### config.mk
export PLATFORM = sky130hd
export DESIGN_NAME = lcd_power_seq
export DESIGN_NICKNAME = d
export VERILOG_FILES = /design/src/rtl/lcdseq_pkg.sv /design/src/rtl/lcdseq_cal.sv /design/src/rtl/lcdseq_rom.sv /design/src/rtl/lcd_power_seq.sv
export SDC_FILE = /design/constraint.sdc
export NUM_CORES = 1
export LEC_CHECK = 0
export CAP_MARGIN = 10
export CELL_PAD_IN_SITES_DETAIL_PLACEMENT = 1
export CELL_PAD_IN_SITES_GLOBAL_PLACEMENT = 2
export CORE_MARGIN = 2
export CORE_UTILIZATION = 37
export DETAILED_ROUTE_END_ITERATION = 7
export GPL_ROUTABILITY_DRIVEN = 0
export HOLD_SLACK_MARGIN = 0.02
export PLACE_DENSITY_LB_ADDON = 0.1
export SYNTH_ARGS = -nofsm -noshare
export SYNTH_HDL_FRONTEND = slang
export SYNTH_SLANG_ARGS = --single-unit
### constraint.sdc
create_clock -name clk -period 6.47 [get_ports clk]
set_input_delay 1.294 -clock clk [delete_from_list [all_inputs] [get_ports clk]]
set_output_delay 1.294 -clock clk [all_outputs]
set_load 0.05 [all_outputs]
### src/rtl/lcdseq_pkg.sv
package lcdseq_pkg;

    typedef enum logic [1:0] {
        ST_WR,
        ST_WAIT,
        ST_SER
    } step_kind_e;

    typedef enum logic [1:0] {
        SQ_FULL,
        SQ_SHORT,
        SQ_DOWN
    } seq_e;

    typedef enum logic [1:0] {
        DL_RAIL,
        DL_GATE,
        DL_SETTLE,
        DL_FRAME
    } delay_e;

    typedef struct packed {
        step_kind_e kind;
        logic [7:0] addr;
        logic [7:0] data;
        delay_e     dly;
        logic       last;
    } step_t;

    // register addresses decoded by the timing-generator chip
    localparam logic [7:0] A_RES   = 8'h00;
    localparam logic [7:0] A_PHASE = 8'h01;
    localparam logic [7:0] A_PWR0  = 8'h03;
    localparam logic [7:0] A_PWR1  = 8'h04;
    localparam logic [7:0] A_CTRL  = 8'h06;
    localparam logic [7:0] A_POL   = 8'h07;

    localparam logic [7:0] BIAS_DEFAULT = 8'd125;
    localparam logic [7:0] PHASE_QVGA   = 8'h13;

    function automatic step_t mk_wr(input logic [7:0] a, input logic [7:0] d, input logic last);
        step_t s;
        s.kind = ST_WR;
        s.addr = a;
        s.data = d;
        s.dly  = DL_RAIL;
        s.last = last;
        return s;
    endfunction

    function automatic step_t mk_wait(input delay_e dl);
        step_t s;
        s.kind = ST_WAIT;
        s.addr = 8'h00;
        s.data = 8'h00;
        s.dly  = dl;
        s.last = 1'b0;
        return s;
    endfunction

    function automatic step_t mk_ser(input logic [7:0] base, input logic [7:0] lvl);
        step_t s;
        s.kind = ST_SER;
        s.addr = base;
        s.data = lvl;
        s.dly  = DL_RAIL;
        s.last = 1'b0;
        return s;
    endfunction

endpackage

### src/rtl/lcdseq_cal.sv
module lcdseq_cal #(
    parameter int MODE_W = 10
) (
    input  logic [MODE_W-1:0] mode,
    input  logic [7:0]        phase_cal,
    input  logic [8:0]        bias_cal,
    output logic [7:0]        phase_val,
    output logic [7:0]        res_val,
    output logic [7:0]        bias_val
);
    import lcdseq_pkg::*;

    logic is_vga;
    logic unused_bits;

    assign unused_bits = ^phase_cal[6:4];

    always_comb begin
        is_vga = (mode == MODE_W'(480)) || (mode == MODE_W'(640));

        if (!is_vga) begin
            phase_val = PHASE_QVGA;
        end else if (phase_cal[7]) begin
            phase_val = 8'h01;
        end else begin
            phase_val = {3'b000, phase_cal[3:0], 1'b1};
        end

        res_val  = is_vga ? 8'h00 : 8'h01;
        bias_val = bias_cal[8] ? BIAS_DEFAULT : bias_cal[7:0];
    end

endmodule

### src/rtl/lcdseq_rom.sv
module lcdseq_rom (
    input  lcdseq_pkg::seq_e  seq,
    input  logic [4:0]        idx,
    input  logic [7:0]        phase_val,
    input  logic [7:0]        res_val,
    input  logic [7:0]        bias_val,
    output lcdseq_pkg::step_t step
);
    import lcdseq_pkg::*;

    always_comb begin
        step = mk_wr(A_RES, res_val, 1'b1);
        unique case (seq)
            SQ_FULL: begin
                unique case (idx)
                    5'd0:  step = mk_wr(A_CTRL, 8'h1F, 1'b0);
                    5'd1:  step = mk_wr(A_PWR0, 8'h03, 1'b0);
                    5'd2:  step = mk_wr(A_PWR1, 8'h00, 1'b0);
                    5'd3:  step = mk_wr(A_PWR1, 8'h04, 1'b0);
                    5'd4:  step = mk_wait(DL_RAIL);
                    5'd5:  step = mk_wr(A_PWR0, 8'h07, 1'b0);
                    5'd6:  step = mk_wr(A_CTRL, 8'h09, 1'b0);
                    5'd7:  step = mk_ser(8'h04, bias_val);
                    5'd8:  step = mk_wr(A_PWR0, 8'h17, 1'b0);
                    5'd9:  step = mk_wr(A_PWR1, 8'h06, 1'b0);
                    5'd10: step = mk_wait(DL_GATE);
                    5'd11: step = mk_wr(A_CTRL, 8'h01, 1'b0);
                    5'd12: step = mk_wr(A_PWR0, 8'h1F, 1'b0);
                    5'd13: step = mk_wr(A_PWR1, 8'h07, 1'b0);
                    5'd14: step = mk_wr(A_CTRL, 8'h00, 1'b0);
                    5'd15: step = mk_wr(A_PHASE, phase_val, 1'b0);
                    5'd16: step = mk_wr(A_POL, 8'h00, 1'b0);
                    5'd17: step = mk_wait(DL_SETTLE);
                    default: step = mk_wr(A_RES, res_val, 1'b1);
                endcase
            end
            SQ_SHORT: begin
                if (idx == 5'd0) step = mk_wr(A_PHASE, phase_val, 1'b0);
                else             step = mk_wr(A_RES, res_val, 1'b1);
            end
            SQ_DOWN: begin
                unique case (idx)
                    5'd0:  step = mk_wait(DL_FRAME);
                    5'd1:  step = mk_wr(A_PWR1, 8'h06, 1'b0);
                    5'd2:  step = mk_wr(A_CTRL, 8'h08, 1'b0);
                    5'd3:  step = mk_wr(A_PWR0, 8'h14, 1'b0);
                    5'd4:  step = mk_ser(8'h14, 8'h00);
                    5'd5:  step = mk_wr(A_PWR1, 8'h04, 1'b0);
                    5'd6:  step = mk_wr(A_PWR0, 8'h04, 1'b0);
                    5'd7:  step = mk_wr(A_CTRL, 8'h1E, 1'b0);
                    5'd8:  step = mk_wr(A_PWR0, 8'h00, 1'b0);
                    default: step = mk_wr(A_PWR1, 8'h00, 1'b1);
                endcase
            end
            default: step = mk_wr(A_RES, res_val, 1'b1);
        endcase
    end

endmodule

### src/rtl/lcd_power_seq.sv
module lcd_power_seq
    import lcdseq_pkg::*;
#(
    parameter int MODE_W       = 10,
    parameter int T_RAIL_CYC   = 3000,
    parameter int T_GATE_CYC   = 2000,
    parameter int T_SETTLE_CYC = 1000,
    parameter int T_FRAME_CYC  = 34000
) (
    input  logic              clk,
    input  logic              rst_n,
    input  logic              up_req,
    input  logic [MODE_W-1:0] up_mode,
    input  logic [7:0]        phase_cal,
    input  logic [8:0]        bias_cal,
    input  logic              down_req,
    output logic              wr_valid,
    input  logic              wr_ready,
    output logic [7:0]        wr_addr,
    output logic [7:0]        wr_data,
    output logic              ser_valid,
    input  logic              ser_ready,
    output logic [7:0]        ser_base,
    output logic [7:0]        ser_level,
    output logic              busy,
    output logic              done,
    output logic              inited
);

    localparam int T_MAX_A = (T_RAIL_CYC > T_GATE_CYC) ? T_RAIL_CYC : T_GATE_CYC;
    localparam int T_MAX_B = (T_SETTLE_CYC > T_FRAME_CYC) ? T_SETTLE_CYC : T_FRAME_CYC;
    localparam int T_MAX   = (T_MAX_A > T_MAX_B) ? T_MAX_A : T_MAX_B;
    localparam int CNT_W   = $clog2(T_MAX + 1);

    localparam logic [CNT_W-1:0] LIM_RAIL   = CNT_W'(T_RAIL_CYC - 1);
    localparam logic [CNT_W-1:0] LIM_GATE   = CNT_W'(T_GATE_CYC - 1);
    localparam logic [CNT_W-1:0] LIM_SETTLE = CNT_W'(T_SETTLE_CYC - 1);
    localparam logic [CNT_W-1:0] LIM_FRAME  = CNT_W'(T_FRAME_CYC - 1);

    typedef struct packed {
        logic              run;
        seq_e              seq;
        logic [4:0]        idx;
        logic [CNT_W-1:0]  cnt;
        logic              pend_up;
        logic              pend_dn;
        logic [MODE_W-1:0] pmode;
        logic [7:0]        pph;
        logic [8:0]        pbi;
        logic [MODE_W-1:0] amode;
        logic [7:0]        aph;
        logic [8:0]        abi;
        logic              busy;
        logic              done;
        logic              inited;
    } state_t;

    state_t st_d, st_q;

    step_t      step;
    logic [7:0] phase_val;
    logic [7:0] res_val;
    logic [7:0] bias_val;
    logic [CNT_W-1:0] lim;
    logic       take;

    lcdseq_cal #(.MODE_W(MODE_W)) u_cal (
        .mode      (st_q.amode),
        .phase_cal (st_q.aph),
        .bias_cal  (st_q.abi),
        .phase_val (phase_val),
        .res_val   (res_val),
        .bias_val  (bias_val)
    );

    lcdseq_rom u_rom (
        .seq       (st_q.seq),
        .idx       (st_q.idx),
        .phase_val (phase_val),
        .res_val   (res_val),
        .bias_val  (bias_val),
        .step      (step)
    );

    always_comb begin
        unique case (step.dly)
            DL_RAIL:   lim = LIM_RAIL;
            DL_GATE:   lim = LIM_GATE;
            DL_SETTLE: lim = LIM_SETTLE;
            default:   lim = LIM_FRAME;
        endcase
    end

    always_comb begin
        st_d      = st_q;
        st_d.done = 1'b0;
        take      = 1'b0;

        if (!st_q.run) begin
            // power-down outranks a pending power-up
            if (st_q.pend_dn) begin
                st_d.run     = 1'b1;
                st_d.seq     = SQ_DOWN;
                st_d.idx     = '0;
                st_d.cnt     = '0;
                st_d.pend_dn = 1'b0;
                st_d.busy    = 1'b1;
            end else if (st_q.pend_up) begin
                st_d.run     = 1'b1;
                st_d.seq     = st_q.inited ? SQ_SHORT : SQ_FULL;
                st_d.idx     = '0;
                st_d.cnt     = '0;
                st_d.pend_up = 1'b0;
                st_d.busy    = 1'b1;
                st_d.amode   = st_q.pmode;
                st_d.aph     = st_q.pph;
                st_d.abi     = st_q.pbi;
            end
        end else begin
            unique case (step.kind)
                ST_WR:   take = wr_ready;
                ST_SER:  take = ser_ready;
                default: begin
                    if (st_q.cnt == lim) begin
                        st_d.idx = st_q.idx + 5'd1;
                        st_d.cnt = '0;
                    end else begin
                        st_d.cnt = st_q.cnt + 1'b1;
                    end
                end
            endcase

            if (take) begin
                if (step.last) begin
                    st_d.run    = 1'b0;
                    st_d.busy   = 1'b0;
                    st_d.done   = 1'b1;
                    st_d.inited = (st_q.seq != SQ_DOWN);
                end else begin
                    st_d.idx = st_q.idx + 5'd1;
                end
            end
        end

        if (up_req) begin
            st_d.pend_up = 1'b1;
            st_d.pmode   = up_mode;
            st_d.pph     = phase_cal;
            st_d.pbi     = bias_cal;
        end
        if (down_req) begin
            st_d.pend_dn = 1'b1;
        end
    end

    always_ff @(posedge clk or negedge rst_n) begin
        if (!rst_n) begin
            st_q <= '{run: 1'b0, seq: SQ_FULL, idx: '0, cnt: '0,
                      pend_up: 1'b0, pend_dn: 1'b0,
                      pmode: '0, pph: '0, pbi: '0,
                      amode: '0, aph: '0, abi: '0,
                      busy: 1'b0, done: 1'b0, inited: 1'b0};
        end else begin
            st_q <= st_d;
        end
    end

    assign wr_valid  = st_q.run && (step.kind == ST_WR);
    assign wr_addr   = step.addr;
    assign wr_data   = step.data;
    assign ser_valid = st_q.run && (step.kind == ST_SER);
    assign ser_base  = step.addr;
    assign ser_level = step.data;
    assign busy      = st_q.busy;
    assign done      = st_q.done;
    assign inited    = st_q.inited;

endmodule

==> key figures <==
Power and ir drop
  • Sequential share of power: 0.244
  • Power per cell area: 597 mW/mm^2
  • Worst VDD drop: 0.000721 V
  • Combinational cell fraction of total power: 0.575
  • Clock Power Share: 0.181
  • Internal cell power: 1.59 mW
  • Leakage dissipation: around 2.2 nW
  • P_sw: 1.51 mW
  • Sw frac: 0.488

Synth
  • Top cells by count, synth: 77 x dfrtp_1, 47 x mux2_2, 31 x nor2_1, 28 x a21oi_1, 25 x o21ai_0
  • Post-synth EDFFs: 0
  • Synth top area cells: dfrtp_1 45%, mux2_2 12%, buf_4 3.5%, a21oi_1 3.3%, o21ai_0 2.9%
  • Share of the synthesized area in the top cell type: 0.450
  • YS warnings: 0
  • Synth Cell Area: roughly 0.0043 sq mm
  • Register area share after synthesis: 0.450
  • Mapped Cells: about 430
  • Count leader, synth: dfrtp_1
  • Ys flop type: dfrtp_1
  • Yosys cell types: 59
  • Yosys top cell by area: dfrtp_1
  • #FFs+latches synth: 77
  • Ys async rst share: 1.00
  • Avg Synthesized Cell Area: approximately 10 sq um

Detailed routing
  • Vias: 3,386
  • Final WL: 10.7 mm
  • DRC Markers: 0
  • Drt initial violations: 116
  • Post-DR wirelength/cell: 17.6 microns
  • TritonRoute pass-1 iters: 4
  • Vias per cell: 5.54
  • Routed Antenna Nets: 0

Global routing
  • Vias in the first global route: 3,474
  • Pin count of the biggest net entering global routing: 78
  • First-pass GRT wire length: 18.0 mm
  • Initial antenna violation count: 0
  • GRT Residual Overflow: 0
  • All-Layer GR Usage: 0.180

Timing
  • Worst Tran Pin Value: 1.14 ns
  • Period utilization: 0.774
  • RSZ-0062 raised after global routing: no
  • Slew headroom: 0.231
  • Count of final max-slew check failures: 0
  • Final setup fails: 0
  • Final-report hold violation count: 0
  • Crit path time final: ~5.0 ns
  • Setup TNS: 0 ns
  • Hold slack final: around 0.48 ns
  • F_max: roughly 200 MHz
  • Post-Route Skew: around 0.0065 ns

CTS
  • Worst-Skew Late Latency: between 0.3 and 0.4 ns
  • CTS H-tree depth: 3
  • Clock Tree Root: clkbuf_16
  • CTS tree: yes
  • Num CTS Buffers: 9
  • Resize count post-CTS: 0
  • Clock Sinks: 77
  • Setup Fix Bufs, Post-CTS: 0
  • Clk buf depth: 2
  • CTS Hold Bufs: 0
  • Reg clk slew, reported paths: 0.06 ns

Floorplan
  • Die Footprint: 0.0125 sq mm
  • Boundary Pins: 70
  • Die H: about 110 microns
  • Site Rows: 39
  • Starting Density: 0.377
  • Core ar.: 0.0114 sq mm
  • Die width: around 110 microns

Critical path
  • Worst path required time: 5.18 ns
  • Worst Path Max Fanout: 16
  • Data arrival time of the worst path: roughly 3.7 ns
  • RR Startpoint: st_q[76]$_DFFE_PN0P_
  • CP startpoint kind: register
  • Worst Reg-to-Reg Cells: 10
  • Crit end category: output pin
  • WS Path Type: reg -> out
  • Worst Setup EP: ser_level[2]
  • R2R setup slack: 3.07 ns
  • Crit path launch: st_q[76]$_DFFE_PN0P_
  • Reg2reg end: st_q[78]$_DFFE_PN0P_

Placement
  • I/O Buffers: 58
  • Placed cell area: slightly below 0.005 sq mm
  • Hpwl dp: roughly 7.4 mm

Final layout
  • Final nets: approximately 500
  • Area added between synthesis and finish: 21.6%
  • Layout cell share with drive strength beyond 1: 0.173
  • Finished Cell Area: 0.00521 sq mm
  • Sequential standard cell area: 0.00193 sq mm
  • Area of the multi-input gates: ~0.0021 sq mm
  • Core Util, Final: 0.458
  • Layout fillers: 1,255
  • N_diodes: 0

Flow run
  • Max-cap violations: 0

Worst hold path
  • Hold/Removal Path Class: reg -> reg
  • Min-delay src: st_q[38]$_DFFE_PN0P_

Outcome
  • Status: finished, final reports clean
-- worst max-delay path: stages, from the launching register on --
cell             delay [ns]
dfrtp_1                0.43
inv_1                  0.14
ha_1                   0.55
nor2_1                 0.16
o31a_1                 0.27
o211ai_1               0.30
nand2_1                0.22
o31ai_1                0.40
clkdlybuf4s50_1        0.88
-- worst min-delay path by stage --
| stage | end | slack, ns | cells past startpoint |
|---|---|---|---|
| 6_report | st_q[11]$_DFFE_PN0P_ | 0.48 | 2 |
| 3_3_place_gp | st_q[24]$_DFFE_PN0P_ | 0.47 | 2 |
| 5_1_grt | st_q[11]$_DFFE_PN0P_ | 0.52 | 2 |
| 3_5_place_dp | st_q[11]$_DFFE_PN0P_ | 0.48 | 2 |
| 4_1_cts | st_q[11]$_DFFE_PN0P_ | 0.48 | 2 |
| 2_1_floorplan | st_q[11]$_DFFE_PN0P_ | 0.45 | 2 |
-- layout make-up --
cell class	instances	share of cell area
Multi-Input combinational cell	301	0.403
Sequential cell	77	0.370
Timing Repair Buffer	62	0.121
Clock buffer	10	0.0459
Tap cell	143	0.0344
Clock inverter	6	0.0175
Inverter	12	0.00865
-- per-stage QoR --
step | cells | setup WS, ns | total power, mW
6_report | 611 | 1.46 | 3.11
5_1_grt | 611 | 1.19 | 3.30
4_1_cts | 610 | 1.44 | 3.14
3_5_place_dp | 594 | 1.84 | 2.56
3_3_place_gp | 594 | 1.88 | 2.53
2_1_floorplan | 432 | 1.64 | 2.10
-- layout by cell type, fill, tap and decap left out, drive strengths merged, types with 3 or more instances in the layout --
cell type,count
or3,7
o31ai,3
nand2b,8
nor2b,4
ha,7
mux2i,7
o21ai,26
a21oi,29
a22o,4
clkdlybuf4s50,57
nor3,7
buf,5
a31oi,19
o22ai,3
clkbuf,10
nor4b,3
dfrtp,77
inv,15
o221ai,3
nand3,12
mux2,47
and3,10
nor3b,4
conb,8
nor4,3
a21o,6
nor2,31
nand2,22
-- power groups by stage --
stage               sequential, mW  clock (mW)  combinational, mW
finish                       0.758       0.563               1.78
global route                 0.781       0.597               1.92
CTS                          0.759       0.580               1.80
detailed placement           0.767           0               1.79
global placement             0.761           0               1.77
floorplan                    0.720           0               1.38
-- flip-flops by register name, summed over array words and instances (netlist names) --
signal	count
busy	1
done	1
inited	1
st_q	74
-- metal layers --
| metal | vias to the layer above | track usage | part of all wire |
|---|---|---|---|
| met1 | 1693 | 0.249 | 0.48 |
| li1 | 1605 | - | - |
| met4 | 0 | 0.0560 | 0.014 |
| met2 | 75 | 0.285 | 0.46 |
| met3 | 13 | 0.0408 | 0.043 |
| met5 | - | 0 | 0 |
-- cell families (layout without fill, tap and decap cells) --
family	after synthesis	count (layout)	share of synthesized area
adders and majority gates	7	7	0.0204
muxes	54	54	0.140
buffers and inverters	54	90	0.0678
AOI/OAI and AO/OA	108	108	0.158
DFF	77	77	0.450
other	1	8	0.000876
and+or+nand+nor	122	122	0.159
xor gates and xnor gates	2	2	0.00409
(Power assumes the default switching activity.)
